==> src/rtl/et_pkg.sv <==
package et_pkg;
    localparam int DW = 32;
    localparam int CW = 2 * DW;

    localparam logic [31:0] FS_MIN = 32'd100000;
    localparam logic [31:0] FS_MAX = 32'd100000000;

    // word offsets of the global registers
    localparam int A_ID     = 0;
    localparam int A_PERIOD = 1;
    localparam int A_GCFG   = 2;
    localparam int A_STAT   = 3;
    localparam int A_CNT_LO = 4;
    localparam int A_CNT_HI = 5;

    // channel window: base + stride * channel + slot
    localparam int A_CH_BASE   = 8;
    localparam int A_CH_STRIDE = 4;
    localparam int S_CFG    = 0;
    localparam int S_CMP_LO = 1;
    localparam int S_CMP_HI = 2;

    // channel control bit positions
    localparam int B_IE    = 0;
    localparam int B_PER   = 1;
    localparam int B_SETV  = 2;
    localparam int B_M32   = 3;
    localparam int B_ROUTE = 4;

    // global control bit positions
    localparam int G_RUN = 0;
    localparam int G_LEG = 1;

    typedef enum logic [1:0] {
        LD_NORM = 2'd0,
        LD_CMP  = 2'd1,
        LD_PER  = 2'd2
    } ld_phase_e;
endpackage

==> src/rtl/et_counter.sv <==
module et_counter
    import et_pkg::*;
(
    input  logic          clk,
    input  logic          rst_n,
    input  logic          run,
    input  logic          wr_lo,
    input  logic          wr_hi,
    input  logic [DW-1:0] wdata,
    output logic [CW-1:0] cnt
);
    typedef struct packed {
        logic [CW-1:0] cnt;
    } cnt_st_t;

    cnt_st_t s_d, s_q;

    // R3 advance while running; R4 half loads only while stopped
    always_comb begin
        s_d = s_q;
        if (run) begin
            s_d.cnt = s_q.cnt + CW'(1);
        end else begin
            if (wr_lo) s_d.cnt[DW-1:0]  = wdata;
            if (wr_hi) s_d.cnt[CW-1:DW] = wdata;
        end
    end

    always_ff @(posedge clk or negedge rst_n) begin
        if (!rst_n) s_q <= '0;
        else        s_q <= s_d;
    end

    assign cnt = s_q.cnt;
endmodule

==> src/rtl/et_channel.sv <==
module et_channel
    import et_pkg::*;
#(
    parameter int ROUTE_W = 2
) (
    input  logic               clk,
    input  logic               rst_n,
    input  logic               run,
    input  logic [CW-1:0]      cnt,
    input  logic               wr_cfg,
    input  logic               wr_lo,
    input  logic               wr_hi,
    input  logic [DW-1:0]      wdata,
    input  logic               clr,
    output logic [DW-1:0]      cfg_rd,
    output logic [CW-1:0]      cmp,
    output logic               pend,
    output logic               irq,
    output logic [ROUTE_W-1:0] route
);
    typedef struct packed {
        logic               ie;
        logic               per;
        logic               m32;
        logic [ROUTE_W-1:0] route;
        ld_phase_e          ph;
        logic [CW-1:0]      cmp;
        logic [CW-1:0]      prd;
        logic               pend;
    } ch_st_t;

    localparam ch_st_t CH_RST = '{
        ie: 1'b0, per: 1'b0, m32: 1'b0, route: '0, ph: LD_NORM,
        cmp: '1, prd: '0, pend: 1'b0
    };

    ch_st_t s_d, s_q;
    logic   hit;

    always_comb begin
        s_d = s_q;

        // R6 / R9 equality match, low half only in 32-bit mode
        if (s_q.m32) hit = run && (cnt[DW-1:0] == s_q.cmp[DW-1:0]);
        else         hit = run && (cnt == s_q.cmp);

        // clear first so that a match in the same cycle wins
        if (clr) s_d.pend = 1'b0;

        if (hit) begin
            if (s_q.ie) s_d.pend = 1'b1;                 // R12 gated by enable
            if (s_q.per) begin                           // R7 self-advance
                if (s_q.m32)
                    s_d.cmp[DW-1:0] = s_q.cmp[DW-1:0] + s_q.prd[DW-1:0];
                else
                    s_d.cmp = s_q.cmp + s_q.prd;
            end
        end

        if (wr_cfg) begin
            s_d.ie    = wdata[B_IE];
            s_d.per   = wdata[B_PER];
            s_d.m32   = wdata[B_M32];
            s_d.route = wdata[B_ROUTE +: ROUTE_W];
            if (wdata[B_SETV]) s_d.ph = LD_CMP;          // R8 arm the load
        end

        // bus writes take priority over the automatic advance
        if (wr_lo || wr_hi) begin
            case (s_q.ph)
                LD_PER: begin
                    if (wr_lo) s_d.prd[DW-1:0]  = wdata;
                    if (wr_hi) s_d.prd[CW-1:DW] = wdata;
                    s_d.ph = LD_NORM;
                end
                LD_CMP: begin
                    if (wr_lo) s_d.cmp[DW-1:0]  = wdata;
                    if (wr_hi) s_d.cmp[CW-1:DW] = wdata;
                    s_d.ph = LD_PER;
                end
                default: begin
                    if (wr_lo) s_d.cmp[DW-1:0]  = wdata;
                    if (wr_hi) s_d.cmp[CW-1:DW] = wdata;
                end
            endcase
        end
    end

    always_ff @(posedge clk or negedge rst_n) begin
        if (!rst_n) s_q <= CH_RST;
        else        s_q <= s_d;
    end

    always_comb begin
        cfg_rd                       = '0;
        cfg_rd[B_IE]                 = s_q.ie;
        cfg_rd[B_PER]                = s_q.per;
        cfg_rd[B_M32]                = s_q.m32;
        cfg_rd[B_ROUTE +: ROUTE_W]   = s_q.route;
    end

    assign cmp   = s_q.cmp;
    assign pend  = s_q.pend;
    assign irq   = s_q.pend & s_q.ie;
    assign route = s_q.route;
endmodule

==> src/rtl/et_irq_route.sv <==
module et_irq_route #(
    parameter int NCH     = 3,
    parameter int NLINE   = 4,
    parameter int ROUTE_W = 2
) (
    input  logic [NCH-1:0]         irq,
    input  logic [NCH*ROUTE_W-1:0] route_flat,
    input  logic                   legacy,
    output logic                   irq_tick,
    output logic                   irq_rtc,
    output logic [NLINE-1:0]       irq_line
);
    // R10 fixed pins in compatibility mode, R11 per-channel line select
    always_comb begin
        irq_tick = legacy & irq[0];
        irq_rtc  = legacy & irq[1];
        irq_line = '0;
        for (int c = 0; c < NCH; c++) begin
            if (!(legacy && (c < 2))) begin
                for (int l = 0; l < NLINE; l++) begin
                    if (irq[c] && (route_flat[c*ROUTE_W +: ROUTE_W] == ROUTE_W'(l)))
                        irq_line[l] = 1'b1;
                end
            end
        end
    end
endmodule

==> src/rtl/event_timer.sv <==
module event_timer
    import et_pkg::*;
#(
    parameter int          NCH        = 3,
    parameter int          NLINE      = 4,
    parameter int          ADDR_W     = 6,
    parameter logic [31:0] TICK_FS    = 32'd69841279,
    parameter bit          LEGACY_CAP = 1'b1
) (
    input  logic              clk,
    input  logic              rst_n,
    input  logic              bus_wr,
    input  logic [ADDR_W-1:0] bus_addr,
    input  logic [DW-1:0]     bus_wdata,
    output logic [DW-1:0]     bus_rdata,
    output logic              irq_tick,
    output logic              irq_rtc,
    output logic [NLINE-1:0]  irq_line
);
    localparam int ROUTE_W = (NLINE > 1) ? $clog2(NLINE) : 1;

    typedef struct packed {
        logic run;
        logic leg;
    } glb_st_t;

    glb_st_t g_d, g_q;

    logic                   run;
    logic                   legacy;
    logic [CW-1:0]          cnt;
    logic [NCH-1:0]         pend;
    logic [NCH-1:0]         ch_irq;
    logic [NCH*ROUTE_W-1:0] route_flat;
    logic [NCH-1:0]         wr_cfg, wr_lo, wr_hi, clr;
    logic [DW-1:0]          ch_cfg [NCH];
    logic [CW-1:0]          ch_cmp [NCH];
    logic                   wr_cnt_lo, wr_cnt_hi;

    // global control register
    always_comb begin
        g_d = g_q;
        if (bus_wr && (bus_addr == ADDR_W'(A_GCFG))) begin
            g_d.run = bus_wdata[G_RUN];
            g_d.leg = bus_wdata[G_LEG] & LEGACY_CAP;
        end
    end

    always_ff @(posedge clk or negedge rst_n) begin
        if (!rst_n) g_q <= '0;
        else        g_q <= g_d;
    end

    assign run    = g_q.run;
    assign legacy = g_q.leg;

    // write decode
    assign wr_cnt_lo = bus_wr && (bus_addr == ADDR_W'(A_CNT_LO));
    assign wr_cnt_hi = bus_wr && (bus_addr == ADDR_W'(A_CNT_HI));

    always_comb begin
        for (int c = 0; c < NCH; c++) begin
            wr_cfg[c] = bus_wr && (bus_addr == ADDR_W'(A_CH_BASE + A_CH_STRIDE*c + S_CFG));
            wr_lo[c]  = bus_wr && (bus_addr == ADDR_W'(A_CH_BASE + A_CH_STRIDE*c + S_CMP_LO));
            wr_hi[c]  = bus_wr && (bus_addr == ADDR_W'(A_CH_BASE + A_CH_STRIDE*c + S_CMP_HI));
            clr[c]    = bus_wr && (bus_addr == ADDR_W'(A_STAT)) && bus_wdata[c];
        end
    end

    et_counter u_cnt (
        .clk   (clk),
        .rst_n (rst_n),
        .run   (run),
        .wr_lo (wr_cnt_lo),
        .wr_hi (wr_cnt_hi),
        .wdata (bus_wdata),
        .cnt   (cnt)
    );

    for (genvar c = 0; c < NCH; c++) begin : gen_ch
        et_channel #(.ROUTE_W(ROUTE_W)) u_ch (
            .clk    (clk),
            .rst_n  (rst_n),
            .run    (run),
            .cnt    (cnt),
            .wr_cfg (wr_cfg[c]),
            .wr_lo  (wr_lo[c]),
            .wr_hi  (wr_hi[c]),
            .wdata  (bus_wdata),
            .clr    (clr[c]),
            .cfg_rd (ch_cfg[c]),
            .cmp    (ch_cmp[c]),
            .pend   (pend[c]),
            .irq    (ch_irq[c]),
            .route  (route_flat[c*ROUTE_W +: ROUTE_W])
        );
    end

    et_irq_route #(.NCH(NCH), .NLINE(NLINE), .ROUTE_W(ROUTE_W)) u_route (
        .irq        (ch_irq),
        .route_flat (route_flat),
        .legacy     (legacy),
        .irq_tick   (irq_tick),
        .irq_rtc    (irq_rtc),
        .irq_line   (irq_line)
    );

    // read mux; R5 anything not matched reads zero
    always_comb begin
        bus_rdata = '0;
        if (bus_addr == ADDR_W'(A_ID)) begin
            bus_rdata[4:0] = 5'(NCH - 1);
            bus_rdata[7]   = LEGACY_CAP;
        end else if (bus_addr == ADDR_W'(A_PERIOD)) begin
            bus_rdata = TICK_FS;
        end else if (bus_addr == ADDR_W'(A_GCFG)) begin
            bus_rdata[G_RUN] = g_q.run;
            bus_rdata[G_LEG] = g_q.leg;
        end else if (bus_addr == ADDR_W'(A_STAT)) begin
            bus_rdata[NCH-1:0] = pend;
        end else if (bus_addr == ADDR_W'(A_CNT_LO)) begin
            bus_rdata = cnt[DW-1:0];
        end else if (bus_addr == ADDR_W'(A_CNT_HI)) begin
            bus_rdata = cnt[CW-1:DW];
        end else begin
            for (int c = 0; c < NCH; c++) begin
                if (bus_addr == ADDR_W'(A_CH_BASE + A_CH_STRIDE*c + S_CFG))
                    bus_rdata = ch_cfg[c];
                if (bus_addr == ADDR_W'(A_CH_BASE + A_CH_STRIDE*c + S_CMP_LO))
                    bus_rdata = ch_cmp[c][DW-1:0];
                if (bus_addr == ADDR_W'(A_CH_BASE + A_CH_STRIDE*c + S_CMP_HI))
                    bus_rdata = ch_cmp[c][CW-1:DW];
            end
        end
    end
endmodule

==> config.mk <==
export PLATFORM = sky130hd
export DESIGN_NAME = event_timer
export DESIGN_NICKNAME = d
export VERILOG_FILES = /design/src/rtl/et_pkg.sv /design/src/rtl/et_counter.sv /design/src/rtl/et_channel.sv /design/src/rtl/et_irq_route.sv /design/src/rtl/event_timer.sv
export SDC_FILE = /design/constraint.sdc
export NUM_CORES = 2
export LEC_CHECK = 0
export BUFFER_PORTS_ARGS = -buffer_cell sky130_fd_sc_hd__buf_2
export CAP_MARGIN = 20
export CORE_ASPECT_RATIO = 0.6
export CORE_UTILIZATION = 45
export DETAILED_ROUTE_END_ITERATION = 8
export MAX_ROUTING_LAYER = met4
export PLACE_DENSITY = 0.65
export SYNTH_ARGS = -nofsm -noshare
export SYNTH_HDL_FRONTEND = slang
export SYNTH_SLANG_ARGS = --single-unit
==> constraint.sdc <==
create_clock -name clk -period 9.7 [get_ports clk]
set_input_delay 0.97 -clock clk [delete_from_list [all_inputs] [get_ports clk]]
set_output_delay 0.97 -clock clk [all_outputs]
set_load 0.01 [all_outputs]
# Yosys cells after proc, flatten, opt, wreduce, memory -nomap -nowiden
# Index checks and enable logic that the tools add are counted.
# classes
bitwise_logic,5
n_addsub,7
eq_ne,35
reduce_logical,49
n_mux,91
# ops
cell,n
two-way mux 32 bit,31
two-way mux 64 bit,13
two-way mux 130 bit,3
adder 64 bit,3
equality test 64 bit,3
adder 32 bit,3
equality test 32 bit,3
"adder 64 x 1 -> 64 bit, second input constant",1
"equality test 6 x 4 -> 1 bit, second input constant",6
logical AND 1 bit,34
two-way mux 30 bit,1
two-way mux 29 bit,1
two-way mux 1 bit,25
two-way mux 24 bit,1
"equality test 2 bit, second input constant",9
"equality test 6 x 5 -> 1 bit, second input constant",3
AND reduction 3 bit,6
two-way mux 2 bit,8
"equality test 2 x 1 -> 1 bit, second input constant",6
"equality test 6 x 2 -> 1 bit, second input constant",2
"equality test 6 x 3 -> 1 bit, second input constant",2
case mux 2 bit (2 select lines),3
two-way mux 4 bit,2
"equality test 6 x 1 -> 1 bit, second input constant",1
8 further kinds,17
# totals
inputBits,41
ff_bits,474
out_inout_bits,38
word_cells,218

# Depth between registers and ports, before layout
# logic_depth
word_depth,16
depth_mapped,14
ltp_nobuf,14

# Hierarchy
# From an unflattened synthesis, not the netlist that was laid out.
# unflattened
cells_unflattened,4718
area_unflattened_um2,40958.0
# by_module_without_submodules
mod,seq_area_each_um2,area_each_um2,n_inst,cells_per_inst
et_channel at gen_ch[0].u_ch ...,3483.3,11000.6,2,1235
et_channel at gen_ch[2].u_ch,3483.3,11008.1,1,1222
et_counter,1601.5,3946.3,1,468
event_timer,50.0,3876.2,1,541
et_irq_route,0.0,126.4,1,17

# Worst setup path before layout
# Ideal clock, no wire load.
# synth_path
kind,input port to output port
startpoint,in bus_addr[3]
endpoint,out bus_rdata[1]
required_time_ns,8.730
setup_slack_ns,5.859
path_stages,9
path_buffers,1
arrival_time_ns,2.871
path_cell_list,clkbuf_1 nand2b_1 nor4_1 a221oi_1 o22ai_1 o21ai_0 a31oi_1 nor2_1 a31oi_1
# synth_between
elab_chain_cells,16
elab_cells_between_ends,30
classes_between,eq/ne: 14; mux: 15; reduce/logical: 1
# synth_rtl
element,line,text
from (decl),event_timer.sv:13,"input logic [ADDR_W-1:0] bus_addr,"
equality test 6 x 4 -> 1 bit,event_timer.sv:127,if (bus_addr == ADDR_W'(A_CH_BASE + A_CH_STRIDE*c + S_CFG))
two-way mux 6 bit,event_timer.sv:127,
two-way mux 32 bit,event_timer.sv:129,if (bus_addr == ADDR_W'(A_CH_BASE + A_CH_STRIDE*c + S_CMP_LO))
two-way mux 32 bit,event_timer.sv:131,if (bus_addr == ADDR_W'(A_CH_BASE + A_CH_STRIDE*c + S_CMP_HI))
two-way mux 32 bit,event_timer.sv:127,
two-way mux 32 bit,event_timer.sv:129,
two-way mux 32 bit,event_timer.sv:131,
two-way mux 32 bit,event_timer.sv:127,
two-way mux 32 bit,event_timer.sv:129,
two-way mux 32 bit,event_timer.sv:131,
two-way mux 32 bit,event_timer.sv:123,end else if (bus_addr == ADDR_W'(A_CNT_HI)) begin
two-way mux 32 bit,event_timer.sv:121,end else if (bus_addr == ADDR_W'(A_CNT_LO)) begin
two-way mux 3 bit,event_timer.sv:119,end else if (bus_addr == ADDR_W'(A_STAT)) begin
two-way mux 2 bit,event_timer.sv:116,end else if (bus_addr == ADDR_W'(A_GCFG)) begin
two-way mux 32 bit,event_timer.sv:114,end else if (bus_addr == ADDR_W'(A_PERIOD)) begin
two-way mux 5 bit *,event_timer.sv:111,if (bus_addr == ADDR_W'(A_ID)) begin
to (decl),event_timer.sv:15,"output logic [DW-1:0] bus_rdata,"
# Mark *: on every way between the ends. The rest lies on a longest branch, timed or not.

# Final worst setup path
# layout_path
startpoint,in bus_addr[0]
endpoint,out bus_rdata[3]
# layout_between
elab_chain_cells,16
elab_cells_between_ends,30
classes_between,eq/ne: 14; mux: 15; reduce/logical: 1
# layout_rtl
element,line
equality test 6 x 4 -> 1 bit,event_timer.sv:127
two-way mux 6 bit,event_timer.sv:127
two-way mux 32 bit,event_timer.sv:129
two-way mux 32 bit,event_timer.sv:131
two-way mux 32 bit,event_timer.sv:127
two-way mux 32 bit,event_timer.sv:129
two-way mux 32 bit,event_timer.sv:131
two-way mux 32 bit,event_timer.sv:127
two-way mux 32 bit,event_timer.sv:129
two-way mux 32 bit,event_timer.sv:131
two-way mux 32 bit,event_timer.sv:123
two-way mux 32 bit,event_timer.sv:121
two-way mux 29 bit,event_timer.sv:119
two-way mux 30 bit,event_timer.sv:116
two-way mux 32 bit,event_timer.sv:114
two-way mux 5 bit *,event_timer.sv:111
# Marks and branches as above.

==> metrics.md <==
| Metric | Value |
|---|---|
| Wire length of the first global-routing pass | 232700 microns |
| Least-Margin Pin Slew | 1.262 ns |
| FMAX | 0.1960 GHz |
| Cell leakage power | 17.85 nW |
| Routed Antenna Nets | 0 |
| RSZ-0062 raised after global routing | false |
| Chip Width | 371.7 microns |
| Post-synth net total | 4483 |
| Violated checks | DRC |
| Fin Clk Skew | 0.02932 ns |
| GRT overflow | 0 |
| CP Launch Type | input pin |
| PwrDens | 205.3 mW/mm^2 |
| Slew HR | 0.1549 |
| CTS Hold Bufs | 0 |
| Area grow syn2layout | 7.391% |
| Placed insts | 5123 |
| Critical path arrival | 4.13 ns |
| DIE HEIGHT | 223.8 microns |
| DRC violation total after the first TritonRoute iteration | 5263 |
| Num Clock Sinks | 474 |
| TNS Setup | 0 ns |
| Total track usage | 0.4001 |
| Worst-path clk slew | 0.07 ns |
| Maximum fanout along the worst path | 16 |
| Hold slack | 0.2906 ns |
| Worst Path Required | 8.73 ns |
| Initial Utilization | 0.4597 |
| Clock buffer depth | 3 |
| CTS tree | done |
| Async SR Flop Fraction | 1.000 |
| Input/output buffers | 78 |
| VDD IR max | 0.1479 mV |
| Synth Warn # | 0 |
| DRT Pass-1 Iters | 9 |
| WS Path Type | input pin to output port |
| Final Cell Area | 0.03963 sq mm |
| Synthesized netlist cell count | 4243 |
| Antenna violations before repair | 20 |
| Final Hold Vio Count | 0 |
| Clk_lat worst skew | 0.65 ns |
| FF+latch count, synth | 474 |
| Vias in the first global route | 30409 |
| Nets | 4353 |
| Mean Syn Cell Area | 8.698 sq um |
| Tot Pwr | 0.008137 W |
| Final setup viols | 0 |
| Vias per std cell | 6.575 |
| Netlist cell types | 106 |
| Die Area | 0.08320 sq mm |
| Status | complete, but fails checks |
| CP Capture Type | output port |
| Rows | 80 |
| Residual DRC count | 1 |
| Post-cts resize count | 0 |
| Pin count of the biggest net entering global routing | 143 |
| Post-route insts no fill | 5237 |
| H-tree depth | 2 |
| Routed length per placed instance | 31.33 microns |
| Worst hold path type | input pin to asynchronous set/reset pin |
| DP Wirelength | 121600 microns |
| # Max-Cap Violations | 0 |
| Root Buffer | clkbuf_16 |
| Io pins | 79 |
| Inserted Clock Buffers | 52 |
| Cell Area, Synth | 0.03690 sq mm |
| Total core area | 0.08028 sq mm |
| Final Max Slew Viols | 0 |
| Vias after detailed routing | 34434 |
| EDFF count, synth | 0 |
| Tmin final | 5.103 ns |
| Ys flop type | dfrtp_1 |
| Register area share after synthesis | 0.3279 |
| Area after DPL | 0.03776 sq mm |
| Post-CTS setup repair buffer count | 0 |
| Layout cells sized above 1 | 0.1665 |
| Routability cong. | 1.082 |
| Drt total wl | 164100 microns |
| Period utilization | 0.5261 |
==> cells in the final DEF (no fill, tap or decap), types with 78 or more instances in the layout <==
cell type  Yosys  routed
dfrtp_1      282     281
a21o_1       119     119
mux2i_1      138     138
buf_2         38      78
a21oi_1      421     421
nor2_1       306     298
inv_1         82      82
nand4_1       98      98
o21ai_0      272     272
nand3_1      111     110
mux2_2       204     204
xor2_1       134     134
dfstp_2      192     192
nand2_1      380     377
xnor2_1      269     269
ha_1         196     196
==> cells in the mapped netlist (98+ instances only) <==
library cell,count,area share
a21oi_1,421,0.057
nand2_1,380,0.039
nor2_1,306,0.031
dfrtp_1,282,0.19
o21ai_0,272,0.037
xnor2_1,269,0.064
clkbuf_1,241,0.025
mux2_2,204,0.062
ha_1,196,0.066
dfstp_2,192,0.14
mux2i_1,138,0.037
xor2_1,134,0.032
a21o_1,119,0.024
nand3_1,111,0.015
nand4_1,98,0.017
==> registers in the layout, indices dropped and copies added, names as in the netlist <==
name and cells:
gen_ch.u_ch.pend 3, gen_ch.u_ch.s_q 198, run 1, gen_ch.u_ch.route 6, u_cnt.cnt 64, gen_ch.u_ch.cfg_rd 9, gen_ch.u_ch.cmp 192, legacy 1
==> layout make-up <==
type	count	area, sq um
fillers	7722	40650
multi-input cells	3371	23210
flip-flops and latches	474	12110
clock buffers	69	1455
well taps	1066	1334
repair buffers	132	815.8
clock inverters	28	361.6
inverters	82	307.8
diodes	15	37.54
==> where the power goes <==
| group | total, W | internal (W) | switching, W |
|---|---|---|---|
| combinational | 0.00247 | 0.00105 | 0.00142 |
| sequential | 0.00347 | 0.00237 | 0.00109 |
| clock | 0.00220 | 0.00125 | 0.000952 |
| total | 0.00814 | 0.00467 | 0.00347 |
==> metrics by stage <==
step                utilization  setup slack [ns]
detailed placement       0.4704             4.744
finish                   0.4937             4.597
global placement         0.4703             4.693
CTS                      0.4930             4.718
floorplan                     -             5.859
global route             0.4935             4.522
==> logic make-up after synthesis <==
logic type	synth area share
and+or+nand+nor	0.1514
AOI/OAI and AO/OA	0.2124
muxes	0.09968
buffers and inverters	0.04482
DFF	0.3279
xor gates and xnor gates	0.09564
adders and majority gates	0.06808
==> path summary, 6_finish.rpt <==
path                                             start  slack, ns                      to  cells after the start
worst max register to register   gen_ch[1].u_ch.cmp[6]       5.01  gen_ch[1].u_ch.cmp[61]                     12
worst min-delay path                             rst_n       0.29  gen_ch[2].u_ch.s_q[22]                      1
worst max-delay path                       bus_addr[0]       4.60            bus_rdata[3]                     13
min in group clk                gen_ch[1].u_ch.s_q[60]       0.51  gen_ch[1].u_ch.s_q[60]                      1
max in group asynchronous                        rst_n       7.14  gen_ch[1].u_ch.s_q[16]                      3
worst min register to register  gen_ch[1].u_ch.s_q[60]       0.51  gen_ch[1].u_ch.s_q[60]                      1
==> critical path, stage by stage <==
cell,delay (ns)
buf_2,0.34
inv_1,0.20
nor2_1,0.45
nand2_1,0.34
nor2_1,0.26
nand2_1,0.07
o21ai_0,0.08
a22oi_1,0.09
o21a_1,0.23
o21ai_0,0.08
a221oi_1,0.12
o21ai_0,0.64
buf_2,0.26
==> per-layer routing <==
metal / track usage / routed length, microns / vias to the layer above
met5: - / 0 / -
met4: 0.1033 / 3842 / 0
met3: 0.1205 / 23330 / 219
met2: 0.4824 / 60250 / 2072
met1: 0.6209 / 76680 / 17009
li1: - / - / 15134
Power figures use the tool's default switching activity.
